==> config.mk <==
export PLATFORM = sky130hd
export DESIGN_NAME = sar_conv_ctrl
export DESIGN_NICKNAME = d
export VERILOG_FILES = /design/src/rtl/sar_pkg.sv /design/src/rtl/sar_tick_gen.sv /design/src/rtl/sar_engine.sv /design/src/rtl/sar_justify.sv /design/src/rtl/sar_conv_ctrl.sv
export SDC_FILE = /design/constraint.sdc
export NUM_CORES = 1
export LEC_CHECK = 0
export ABC_AREA = 1
export CAP_MARGIN = 20
export CORE_MARGIN = 2
export CORE_UTILIZATION = 25
export CTS_CLUSTER_SIZE = 16
export DETAILED_ROUTE_END_ITERATION = 8
export DONT_BUFFER_PORTS = 1
export GPL_ROUTABILITY_DRIVEN = 0
export PLACE_DENSITY_LB_ADDON = 0.05
export SETUP_SLACK_MARGIN = 0.15
export SLEW_MARGIN = 20
export SYNTH_ARGS = -nofsm -noshare
export SYNTH_HDL_FRONTEND = slang
export SYNTH_HIERARCHICAL = 1
export SYNTH_SLANG_ARGS = --single-unit
==> constraint.sdc <==
create_clock -name clk -period 8.5 [get_ports clk]
set_input_delay 0.425 -clock clk [delete_from_list [all_inputs] [get_ports clk]]
set_output_delay 0.425 -clock clk [all_outputs]
set_load 0.005 [all_outputs]
==> src/rtl/sar_pkg.sv <==
package sar_pkg;
   localparam int ADDR_W = 3;

   localparam logic [ADDR_W-1:0] ADR_CTRL = 3'd0;
   localparam logic [ADDR_W-1:0] ADR_CLK  = 3'd1;
   localparam logic [ADDR_W-1:0] ADR_RHI  = 3'd2;
   localparam logic [ADDR_W-1:0] ADR_RLO  = 3'd3;
   localparam logic [ADDR_W-1:0] ADR_FLAG = 3'd4;
   localparam logic [ADDR_W-1:0] ADR_IEN  = 3'd5;

   localparam int B_FMT  = 7;
   localparam int B_VREF = 6;
   localparam int B_CHAN = 2;
   localparam int B_GO   = 1;
   localparam int B_EN   = 0;
   localparam int B_SEL  = 4;
   localparam int B_AN   = 0;
   localparam int B_DONE = 6;

   typedef enum logic [1:0] {
      ST_IDLE = 2'd0,
      ST_HOLD = 2'd1,
      ST_RUN  = 2'd2
   } conv_state_t;
endpackage

==> src/rtl/sar_tick_gen.sv <==
module sar_tick_gen #(
   parameter int NUM_DIV = 6,
   parameter int SEL_W   = 3
) (
   input  logic             clk,
   input  logic             rst_n,
   input  logic             run,
   input  logic [SEL_W-1:0] sel,
   input  logic             rc_tick,
   output logic             tick,
   output logic             rc_mode
);
   localparam int NSEL = 2 ** SEL_W;

   if (NUM_DIV < 1 || NUM_DIV >= NSEL) begin : g_bad_div
      $error("sar_tick_gen: NUM_DIV must leave at least one select code for the RC tick");
   end

   logic [NUM_DIV-1:0] cnt_q;
   logic [NSEL-1:0]    div_hit;

   always_ff @(posedge clk or negedge rst_n) begin
      if (!rst_n)   cnt_q <= '0;
      else if (run) cnt_q <= cnt_q + 1'b1;
   end

   for (genvar i = 0; i < NSEL; i++) begin : g_div
      if (i < NUM_DIV) begin : g_real
         assign div_hit[i] = run && (&cnt_q[i:0]);
      end else begin : g_rc
         assign div_hit[i] = 1'b0;
      end
   end

   assign rc_mode = (sel >= SEL_W'(NUM_DIV));

   always_comb tick = rc_mode ? rc_tick : div_hit[sel];

   a_r6_div_frozen: assert property (@(posedge clk) disable iff (!rst_n)
      (!run && !rc_mode) |-> !tick);
endmodule

==> src/rtl/sar_engine.sv <==
module sar_engine #(
   parameter int RES_W = 10
) (
   input  logic             clk,
   input  logic             rst_n,
   input  logic             start,
   input  logic             abort,
   input  logic             tick,
   input  logic             cmp_in,
   output logic             busy,
   output logic             fin,
   output logic [RES_W-1:0] res_val,
   output logic [RES_W-1:0] dac_code
);
   logic [RES_W-1:0] approx_q;
   logic [RES_W-1:0] mask_q;
   logic             busy_q;

   always_ff @(posedge clk or negedge rst_n) begin
      if (!rst_n) begin
         busy_q   <= 1'b0;
         approx_q <= '0;
         mask_q   <= '0;
      end else if (abort) begin
         busy_q <= 1'b0;
         mask_q <= '0;
      end else if (start) begin
         busy_q   <= 1'b1;
         approx_q <= '0;
         mask_q   <= {1'b1, {(RES_W-1){1'b0}}};
      end else if (busy_q && tick) begin
         if (cmp_in) approx_q <= approx_q | mask_q;
         mask_q <= mask_q >> 1;
         if (mask_q[0]) busy_q <= 1'b0;
      end
   end

   assign busy     = busy_q;
   assign fin      = busy_q && tick && mask_q[0] && !abort && !start;
   assign res_val  = approx_q | (cmp_in ? mask_q : '0);
   assign dac_code = busy_q ? (approx_q | mask_q) : '0;

   a_r2_one_step: assert property (@(posedge clk) disable iff (!rst_n)
      busy_q |-> $onehot(mask_q));
   a_r2_low_bits_open: assert property (@(posedge clk) disable iff (!rst_n)
      busy_q |-> ((approx_q & (mask_q | (mask_q - 1'b1))) == '0));
endmodule

==> src/rtl/sar_justify.sv <==
module sar_justify #(
   parameter int RES_W  = 10,
   parameter int DATA_W = 8
) (
   input  logic [RES_W-1:0]  res,
   input  logic              right,
   output logic [DATA_W-1:0] hi,
   output logic [DATA_W-1:0] lo
);
   localparam int LO_W = RES_W - DATA_W;

   if (LO_W < 1 || LO_W >= DATA_W) begin : g_bad_w
      $error("sar_justify: RES_W must lie strictly between DATA_W and 2*DATA_W");
   end

   always_comb begin
      if (right) begin
         hi = DATA_W'(res[RES_W-1:DATA_W]);
         lo = res[DATA_W-1:0];
      end else begin
         hi = res[RES_W-1 -: DATA_W];
         lo = {res[LO_W-1:0], {(DATA_W-LO_W){1'b0}}};
      end
   end
endmodule

==> src/rtl/sar_conv_ctrl.sv <==
module sar_conv_ctrl
   import sar_pkg::*;
#(
   parameter int RES_W   = 10,
   parameter int DATA_W  = 8,
   parameter int NUM_DIV = 6,
   parameter int SEL_W   = 3,
   parameter int CHAN_W  = 2,
   parameter int NUM_AN  = 4
) (
   input  logic              clk,
   input  logic              rst_n,
   input  logic              reg_wr,
   input  logic [ADDR_W-1:0] reg_addr,
   input  logic [DATA_W-1:0] reg_wdata,
   output logic [DATA_W-1:0] reg_rdata,
   input  logic              instr_tick,
   input  logic              rc_tick,
   input  logic              sleep,
   input  logic              cmp_in,
   output logic [RES_W-1:0]  dac_code,
   output logic [CHAN_W-1:0] chan_sel,
   output logic              ref_sel,
   output logic [NUM_AN-1:0] pin_analog,
   output logic              analog_on,
   output logic              wake_req
);
   if (DATA_W < 8 || CHAN_W > 2 || CHAN_W < 1 || SEL_W > 3 || NUM_AN > 4) begin : g_bad_layout
      $error("sar_conv_ctrl: field widths do not fit the byte-wide register layout");
   end

   logic              fmt_q, vref_q, adon_q, flag_q, ie_q, off_q, wake_q;
   logic [CHAN_W-1:0] chan_q;
   logic [SEL_W-1:0]  sel_q;
   logic [NUM_AN-1:0] an_q;
   logic [RES_W-1:0]  res_q;
   conv_state_t       state_q;

   logic tick, rc_mode, eng_busy, eng_fin, eng_start, kill, go_req;
   logic ctrl_wr, clk_wr, flag_wr, ien_wr, sleep_off;
   logic [RES_W-1:0]  eng_res;
   logic [DATA_W-1:0] res_hi, res_lo;

   assign ctrl_wr   = reg_wr && (reg_addr == ADR_CTRL);
   assign clk_wr    = reg_wr && (reg_addr == ADR_CLK);
   assign flag_wr   = reg_wr && (reg_addr == ADR_FLAG);
   assign ien_wr    = reg_wr && (reg_addr == ADR_IEN);
   assign sleep_off = sleep && !rc_mode;

   assign kill   = sleep_off || (ctrl_wr && !reg_wdata[B_EN]);
   assign go_req = ctrl_wr && reg_wdata[B_GO] && reg_wdata[B_EN] &&
                   (state_q == ST_IDLE) && !sleep_off;
   assign eng_start = !kill &&
                      ((go_req && !rc_mode) || (state_q == ST_HOLD && instr_tick));

   sar_tick_gen #(.NUM_DIV(NUM_DIV), .SEL_W(SEL_W)) u_tick (
      .clk(clk), .rst_n(rst_n), .run(!sleep), .sel(sel_q),
      .rc_tick(rc_tick), .tick(tick), .rc_mode(rc_mode)
   );

   sar_engine #(.RES_W(RES_W)) u_eng (
      .clk(clk), .rst_n(rst_n), .start(eng_start), .abort(kill),
      .tick(tick), .cmp_in(cmp_in), .busy(eng_busy), .fin(eng_fin),
      .res_val(eng_res), .dac_code(dac_code)
   );

   sar_justify #(.RES_W(RES_W), .DATA_W(DATA_W)) u_just (
      .res(res_q), .right(fmt_q), .hi(res_hi), .lo(res_lo)
   );

   always_ff @(posedge clk or negedge rst_n) begin
      if (!rst_n) begin
         fmt_q  <= 1'b0;
         vref_q <= 1'b0;
         chan_q <= '0;
         adon_q <= 1'b0;
         sel_q  <= '0;
         an_q   <= '1;
         ie_q   <= 1'b0;
      end else begin
         if (ctrl_wr) begin
            fmt_q  <= reg_wdata[B_FMT];
            vref_q <= reg_wdata[B_VREF];
            chan_q <= reg_wdata[B_CHAN +: CHAN_W];
            adon_q <= reg_wdata[B_EN];
         end
         if (clk_wr) begin
            sel_q <= reg_wdata[B_SEL +: SEL_W];
            an_q  <= reg_wdata[B_AN +: NUM_AN];
         end
         if (ien_wr) ie_q <= reg_wdata[B_DONE];
      end
   end

   always_ff @(posedge clk or negedge rst_n) begin
      if (!rst_n) begin
         state_q <= ST_IDLE;
      end else if (kill) begin
         state_q <= ST_IDLE;
      end else begin
         case (state_q)
            ST_IDLE: if (go_req) state_q <= rc_mode ? ST_HOLD : ST_RUN;
            ST_HOLD: if (instr_tick) state_q <= ST_RUN;
            ST_RUN:  if (eng_fin) state_q <= ST_IDLE;
            default: state_q <= ST_IDLE;
         endcase
      end
   end

   always_ff @(posedge clk or negedge rst_n) begin
      if (!rst_n) begin
         flag_q <= 1'b0;
         wake_q <= 1'b0;
         off_q  <= 1'b0;
      end else begin
         if (eng_fin)      flag_q <= 1'b1;
         else if (flag_wr) flag_q <= reg_wdata[B_DONE];
         wake_q <= eng_fin && sleep && ie_q;
         off_q  <= sleep && (off_q || (!rc_mode && adon_q) || (eng_fin && !ie_q));
      end
   end

   always_ff @(posedge clk) begin
      if (eng_fin) res_q <= eng_res;
   end

   always_comb begin
      reg_rdata = '0;
      case (reg_addr)
         ADR_CTRL: begin
            reg_rdata[B_FMT]             = fmt_q;
            reg_rdata[B_VREF]            = vref_q;
            reg_rdata[B_CHAN +: CHAN_W]  = chan_q;
            reg_rdata[B_GO]              = (state_q != ST_IDLE);
            reg_rdata[B_EN]              = adon_q;
         end
         ADR_CLK: begin
            reg_rdata[B_SEL +: SEL_W]    = sel_q;
            reg_rdata[B_AN +: NUM_AN]    = an_q;
         end
         ADR_RHI:  reg_rdata = res_hi;
         ADR_RLO:  reg_rdata = res_lo;
         ADR_FLAG: reg_rdata[B_DONE] = flag_q;
         ADR_IEN:  reg_rdata[B_DONE] = ie_q;
         default:  reg_rdata = '0;
      endcase
   end

   assign chan_sel   = chan_q;
   assign ref_sel    = vref_q;
   assign pin_analog = an_q;
   assign analog_on  = adon_q && !off_q;
   assign wake_req   = wake_q;

   a_r5_fin_clears_go: assert property (@(posedge clk) disable iff (!rst_n)
      eng_fin |=> (state_q == ST_IDLE));
   a_r5_fin_sets_flag: assert property (@(posedge clk) disable iff (!rst_n)
      eng_fin |=> flag_q);
   a_r9_sleep_stops: assert property (@(posedge clk) disable iff (!rst_n)
      sleep_off |=> !eng_busy);
   a_r8_wake_gated: assert property (@(posedge clk) disable iff (!rst_n)
      wake_q |-> ($past(ie_q) && $past(sleep)));
   a_r10_off_idle: assert property (@(posedge clk) disable iff (!rst_n)
      !adon_q |-> !eng_busy);
endmodule

==> results by group, run 1 <==
Run status
  – Status: completed

GRT
  – Met3 GRT Util: 3.19%
  – Total track usage: 13.2%
  – Most used routing layer in global routing: met2
  – Largest net degree at the start of global routing: 46
  – Initial antenna violation count: 0
  – Vias in the first global route: 2399
  – Grt met1 use: 17.8%
  – First-pass GRT wire length: 13.1 mm
  – Overflow left after global routing: 0
  – GRT met2 Usage: 20.8%

STA
  – Slew @ Worst Pin: 0.733 ns
  – Achievable Freq: 383 MHz
  – Final Hold Viols: 0
  – Final period util: 30.7%
  – Setup TNS: 0 ns
  – Period minus WS final: 2.61 ns
  – Rel. slew slack: 50.9%
  – Final Setup Violations: 0
  – RSZ-0062 raised after global routing: no
  – Skew final: 0.00584 ns
  – Slew Viols, Final: 0

Worst setup path
  – Capture point of the worst reg-to-reg path: wake_req
  – Critical Path RT: 8.70 ns
  – Worst R2R Setup Slack: 5.89 ns
  – Setup crit end kind: flop
  – Worst setup path start: sel_q[2]
  – Setup Crit Path Kind: flop to flop
  – Worst setup SP type: flop
  – Origin of the critical flop-to-flop path: sel_q[2]
  – Worst-path fanout max: 13
  – Worst setup path end: wake_req
  – Worst path arrival time: 2.81 ns
  – Reg2Reg Depth: 15

Final layout
  – Area delta synth->final: 9.98%
  – Nets: 414
  – Share of layout cells above drive strength 1: 9.39%
  – Antenna diodes: 0
  – Utilization after layout: 27.9%

Detailed routing
  – Post-route ant nets: 0
  – Vias: 2439
  – Iter 0 DRT Violations: 195
  – DR vias/cell: 4.51
  – Drt first pass iters: 4
  – DR WL/cell: 14.9 um
  – Remaining DRCs: 0
  – Drt total wl: 8.07 mm

CTS
  – CTS tree: yes
  – Root buf cell: clkbuf_16
  – Hold buffer count at CTS: 2
  – CTS Sinks: 55
  – PostCTS Resize Cnt: 0
  – Clock transition at path regs: 0.07 ns
  – Setup Buffers After CTS: 0
  – Clock Path Buffers: 2
  – Inserted Clock Buffers: 5
  – Later-pin clock latency in the skew report: 0.29 ns
  – H-tree depth: 2

Floorplanning
  – DIE HEIGHT: 114 um
  – Core footprint: 0.0119 mm^2
  – Chip width: 114 um
  – FP Rows: 40
  – Io pins: 45
  – Die area: 0.0130 mm^2
  – Initial Util: 25.4%

Power and ir drop
  – Worst VDD drop: 82.4 uV
  – Pwr/cell area: 191 mW/mm^2
  – LEAKAGE: 0.00165 uW

Synth
  – Post-Synthesis Net Count: 413
  – Mean Syn Cell Area: 7.71 um^2
  – EDFF count, synth: 10
  – Primary FF master, synth: dfrtp_1
  – Syn Inst Count: 392
  – Ys async rst share: 81.8%
  – Ys Warns: 6
  – Sequential area share after synthesis: 47.4%
  – Distinct cell type count of the synthesized netlist: 32
  – Synth Register Bits: 55
  – Mapped cell area: 0.00302 mm^2

Hold path
  – Tightest Hold Check Type: input port to flop

Placement
  – PortBufs: 0
  – HPWL after DPL: 6.07 mm

Run
  – Max-Cap Viols: 0
==> flip-flops by register name (all words and copies together), names as in the netlist <==
signal and count:
wake_req 1, u_eng/busy 1, off_q 1, ref_sel 1
fmt_q 1, flag_q 1, chan_sel 2, state_q 2
u_eng/mask_q 10, ie_q 1, res_q 10, sel_q 3
u_tick/cnt_q 6, pin_analog 4, adon_q 1, u_eng/approx_q 10
==> through the flow <==
step           std cells  worst slack [ns]  hold slack [ns]  cell area [um^2]  total power (uW)
5_1_grt              541              5.46            0.244              3320               681
3_5_place_dp         531              5.49            0.131              3140               437
2_1_floorplan        392              5.83            0.129              3020               416
4_1_cts              541              5.49            0.225              3320               648
6_report             541              5.89            0.235              3320               634
3_3_place_gp         531              5.58            0.131              3140               437
==> cells in the mapped netlist, types with 3 or more instances <==
cell	count	area share, %
buf_2	3	0.50
a22oi_1	3	0.74
nand2_4	4	1.5
o21ai_2	4	1.2
nand3_1	34	5.6
nand2_1	101	13
dfrtp_1	41	34
nor2_4	4	1.5
a21oi_1	6	0.99
nand2_2	5	1.0
o21ai_0	16	2.6
nand4_1	6	1.2
mux2_2	3	1.1
nor2_1	70	8.7
ha_1	3	1.2
inv_1	55	6.8
edfxtp_1	10	9.9
dfstp_2	4	3.5
==> layout by cell type (no fill, tap or decap), types with 3 or more instances in the layout <==
cell type / count
nand2_1: 101
nor2_1: 70
inv_1: 55
dfrtp_1: 41
nand3_1: 34
o21ai_0: 16
edfxtp_1: 10
nand4_1: 6
a21oi_1: 6
nand2_2: 5
clkbuf_16: 5
nor2_4: 4
nand2_4: 4
o21ai_2: 4
dfstp_2: 4
a22oi_1: 3
clkinv_1: 3
mux2_2: 3
ha_1: 3
==> report_power, final <==
group | internal [uW] | switching, uW
registers | 298 | 34.8
logic | 42.7 | 58.7
clock network | 108 | 91.6
total | 449 | 185
==> how the worst min path moves through the flow <==
stage                      start     endpoint  slack (ns)  cells after the start
finish                     sleep        off_q        0.24                      2
global route        reg_wdata[7]        fmt_q        0.24                      2
CTS                        sleep        off_q        0.22                      2
detailed placement         rst_n      ref_sel        0.13                      0
global placement           rst_n  chan_sel[1]        0.13                      0
floorplan                  rst_n       adon_q        0.13                      0
==> critical path, cell delays in order (launching register included) <==
cell     delay (ns)
dfrtp_1        0.43
nand2_1        0.09
inv_1          0.07
inv_1          0.07
nand2_1        0.11
nand2_1        0.10
nor2_1         0.05
nand3_1        0.07
nand2_1        0.06
nand2_2        0.06
inv_1          0.19
inv_1          0.17
nand2_1        0.16
nor3_4         0.54
inv_1          0.14
nor3_1         0.21
==> area by class of cell <==
cell class	count	area [um^2]
fillers	1309	8590
clock inverters	2	7.51
well taps	147	184
clock buffers	6	129
inverters	58	218
repair buffers	2	37.5
multi-input cells	271	1320
flip-flops and latches	55	1430
==> cell families (layout without fill, tap and decap cells) <==
logic type / after synthesis / count (layout) / synth area share (%)
adder cells (fa/ha/maj): 3 / 3 / 1.24
flip-flops: 55 / 55 / 47.4
buffers and inverters: 66 / 68 / 9.44
AND/OR/NAND/NOR: 230 / 230 / 33.7
multiplexers: 3 / 3 / 1.12
XOR/XNOR: 3 / 3 / 0.869
AO/OA/AOI/OAI: 32 / 32 / 6.33
==> layer usage <==
| layer | up-vias | routed length, um |
|---|---|---|
| met5 | - | 0 |
| met4 | 0 | 74 |
| li1 | 1230 | - |
| met3 | 5 | 326 |
| met2 | 34 | 3830 |
| met1 | 1170 | 3830 |
Note: power is estimated with default switching activity, not from simulation.
==> run 2, diff against run 1 <==
==> constraint.sdc (replaced) <==
create_clock -name clk -period 2.5 [get_ports clk]
set_input_delay 0.125 -clock clk [delete_from_list [all_inputs] [get_ports clk]]
set_output_delay 0.125 -clock clk [all_outputs]
set_load 0.005 [all_outputs]
==> run 2 against run 1 <==
  * Non-clock buffer count rose by 15
  * Sequential share of layout area fell by 2.0 points
  * Register-to-register slack got worse by 5.5 ns
  * Combinational power rose to 3.8 times the previous value
  * Largest power group unchanged
  * Via count rose by 1.6%
  * Sequential cell count did not move
  * Cell count rose by 2.8%
  * Power rose to 3.5 times the previous value
  * Count of clock-buffer cells in the layout rose by 1
  * Global-route usage rose by 0.49 points
==> results by group, run 2 (synthesis results as in run 1) <==
Run status
  – Status: completed

Final layout
  – Share of layout cells above drive strength 1: 13.2% (+3.8 points)
  – Most frequent cells in the layout: 99 x nand2_1, 69 x nor2_1, 54 x inv_1, 39 x dfrtp_1, 33 x nand3_1
  – Utilization after layout: 29.3% (+1.4 points)
  – Most common cell after layout, fill and taps aside: nand2_1
  – Largest regs: res_q: 10 flops, u_eng/approx_q: 10 flops, u_eng/mask_q: 10 flops
  – Area delta synth->final: 15.5%
  – Fin area: 0.00349 mm^2 (+5.0%)
  – Layout fillers: 1279 (-2.3%)
  – Nets: 429 (+3.6%)
  – Antenna diodes: 0 (unchanged)

CTS
  – Later-pin clock latency in the skew report: 0.29 ns (about the same)
  – H-tree depth: 2 (unchanged)
  – Clock Path Buffers: 2 (unchanged)
  – Inserted Clock Buffers: 5 (unchanged)
  – CTS tree: yes
  – CTS Sinks: 55 (unchanged)
  – Clock transition at path regs: 0.07 ns (about the same)
  – Root buf cell: clkbuf_16

Floorplanning
  – Chip width: 114 um (unchanged)
  – FP Rows: 40 (unchanged)
  – Initial Util: 25.4% (unchanged)
  – Core footprint: 0.0119 mm^2 (unchanged)
  – Io pins: 45 (unchanged)
  – Die area: 0.0130 mm^2 (unchanged)
  – DIE HEIGHT: 114 um (unchanged)

GRT
  – Largest net degree at the start of global routing: 46 (unchanged)
  – Overflow left after global routing: 0 (unchanged)
  – Total track usage: 13.6% (+0.49 points)
  – Initial antenna violation count: 0 (unchanged)
  – First-pass GRT wire length: 13.5 mm (+3.2%)
  – Vias in the first global route: 2418 (+0.79%)

STA
  – Setup TNS: 0 ns (unchanged)
  – Final Hold Viols: 0 (unchanged)
  – Final period util: 85.4% (+55 points)
  – Final Setup Violations: 0 (unchanged)
  – Period minus WS final: 2.14 ns (-0.474 ns)
  – Skew final: 0.00986 ns (+0.00402 ns)
  – Rel. slew slack: 61.4% (+11 points)
  – RSZ-0062 raised after global routing: no
  – Slew Viols, Final: 0 (unchanged)
  – Slew @ Worst Pin: 0.578 ns (-0.154 ns)
  – Achievable Freq: 468 MHz (+22%)

Worst setup path
  – Setup Crit Path Kind: flop to flop
  – Worst R2R Setup Slack: 0.36 ns (-5.53 ns)
  – Worst-path fanout max: 7 (-6)
  – Setup crit end kind: flop
  – Critical Path RT: 2.50 ns (-6.20 ns)
  – Worst path arrival time: 2.13 ns (-0.68 ns)
  – Worst setup SP type: flop

Power and ir drop
  – Pwr/cell area: 642 mW/mm^2 (+240%)
  – LEAKAGE: 0.00173 uW (+4.4%)
  – Worst VDD drop: 267 uV (+220%)

Run
  – Max-Cap Viols: 0 (unchanged)

Hold path
  – Tightest Hold Check Type: input port to flop

Detailed routing
  – Drt total wl: 8.47 mm (+5.0%)
  – Iter 0 DRT Violations: 210 (+7.7%)
  – DR vias/cell: 4.46 (-1.1%)
  – DR WL/cell: 15.2 um (+2.2%)
  – Remaining DRCs: 0 (unchanged)
  – Post-route ant nets: 0 (unchanged)
  – Drt first pass iters: 4 (unchanged)
  – Vias: 2479 (+1.6%)

Placement
  – PortBufs: 0 (unchanged)
  – HPWL after DPL: 6.11 mm (+0.68%)
  – DP Area: 0.00317 mm^2 (+0.95%)
==> run 2: changes by cell type in the layout (fill, tap and decap cells not counted), moves of 2 or more <==
cell / previous run / this run
dlygate4sd3_1: 1 / 9
buf_4: 0 / 5
clkinv_1: 3 / 1
dfrtp_1: 41 / 39
dfrtp_2: 0 / 2
nand2_1: 101 / 99
nand2_2: 5 / 7
==> run 2: path summary, 6_finish.rpt <==
| path | startpoint | end | cells after the start |
|---|---|---|---|
| setup / recovery | u_tick/cnt_q[0] | res_q[3] | 11 |
| hold / removal | reg_wr | flag_q | 2 |
| setup reg to reg | u_tick/cnt_q[0] | res_q[3] | 11 |
| hold reg to reg | u_tick/cnt_q[5] | u_tick/cnt_q[5] | 1 |
| max in group asynchronous | rst_n | pin_analog[0] | 2 |
| min in group asynchronous | rst_n | ref_sel | 2 |
==> run 2: critical path, cell delays in order (launching register included) <==
cell,delay (ns)
dfrtp_2,0.42
ha_2,0.23
nand3_1,0.10
inv_1,0.07
ha_1,0.13
nor2_1,0.04
nor2_1,0.11
nand2_1,0.06
nand3_1,0.13
nand2_4,0.12
nor3_4,0.18
buf_2,0.23
==> run 2: routing by layer <==
layer	wire length [um]	GRT usage [%]
met4	82	3.41
met1	4070	19.3
met5	0	0
met3	308	3.13
met2	4010	21.2
==> run 2: area by class of cell <==
cell class	count	area (um^2)	area share, %
Sequential cell	55	1430	41.1
Multi-Input combinational cell	271	1340	38.3
Clock buffer	7	143	4.08
Inverter	58	218	6.23
Clock inverter	1	5.00	0.143
Tap cell	147	184	5.27
Timing Repair Buffer	17	171	4.91
==> run 2: power breakdown <==
group	total [uW]	switching (uW)	leakage (uW)	internal [uW]
clock	724	325	0.0000739	399
combinational	383	213	0.000975	169
sequential	1140	120	0.000677	1020
total	2240	659	0.00173	1580
==> run 2: what timing repair did <==
| item | CTS | global route |
|---|---|---|
| gates resized for setup | 0 | 12 |
| setup buffers | 0 | 2 |
| hold buffers | 10 | 0 |
| endpoints found under the hold margin | 51 | 0 |
| endpoints found under the setup margin | 0 | 34 |
==> run 2: stage by stage <==
step / total power, uW / hold WS [ns] / setup slack, ns / std cells
final: 2240 / 0.0128 / 0.365 / 556
after global placement: 1500 / -0.169 / 0.303 / 535
after global routing: 2400 / 0.00484 / 0.144 / 556
after CTS: 2270 / 0.00409 / 0.226 / 553
after detailed placement: 1490 / -0.169 / 0.242 / 535
after floorplan: 1420 / -0.171 / 0.215 / 392
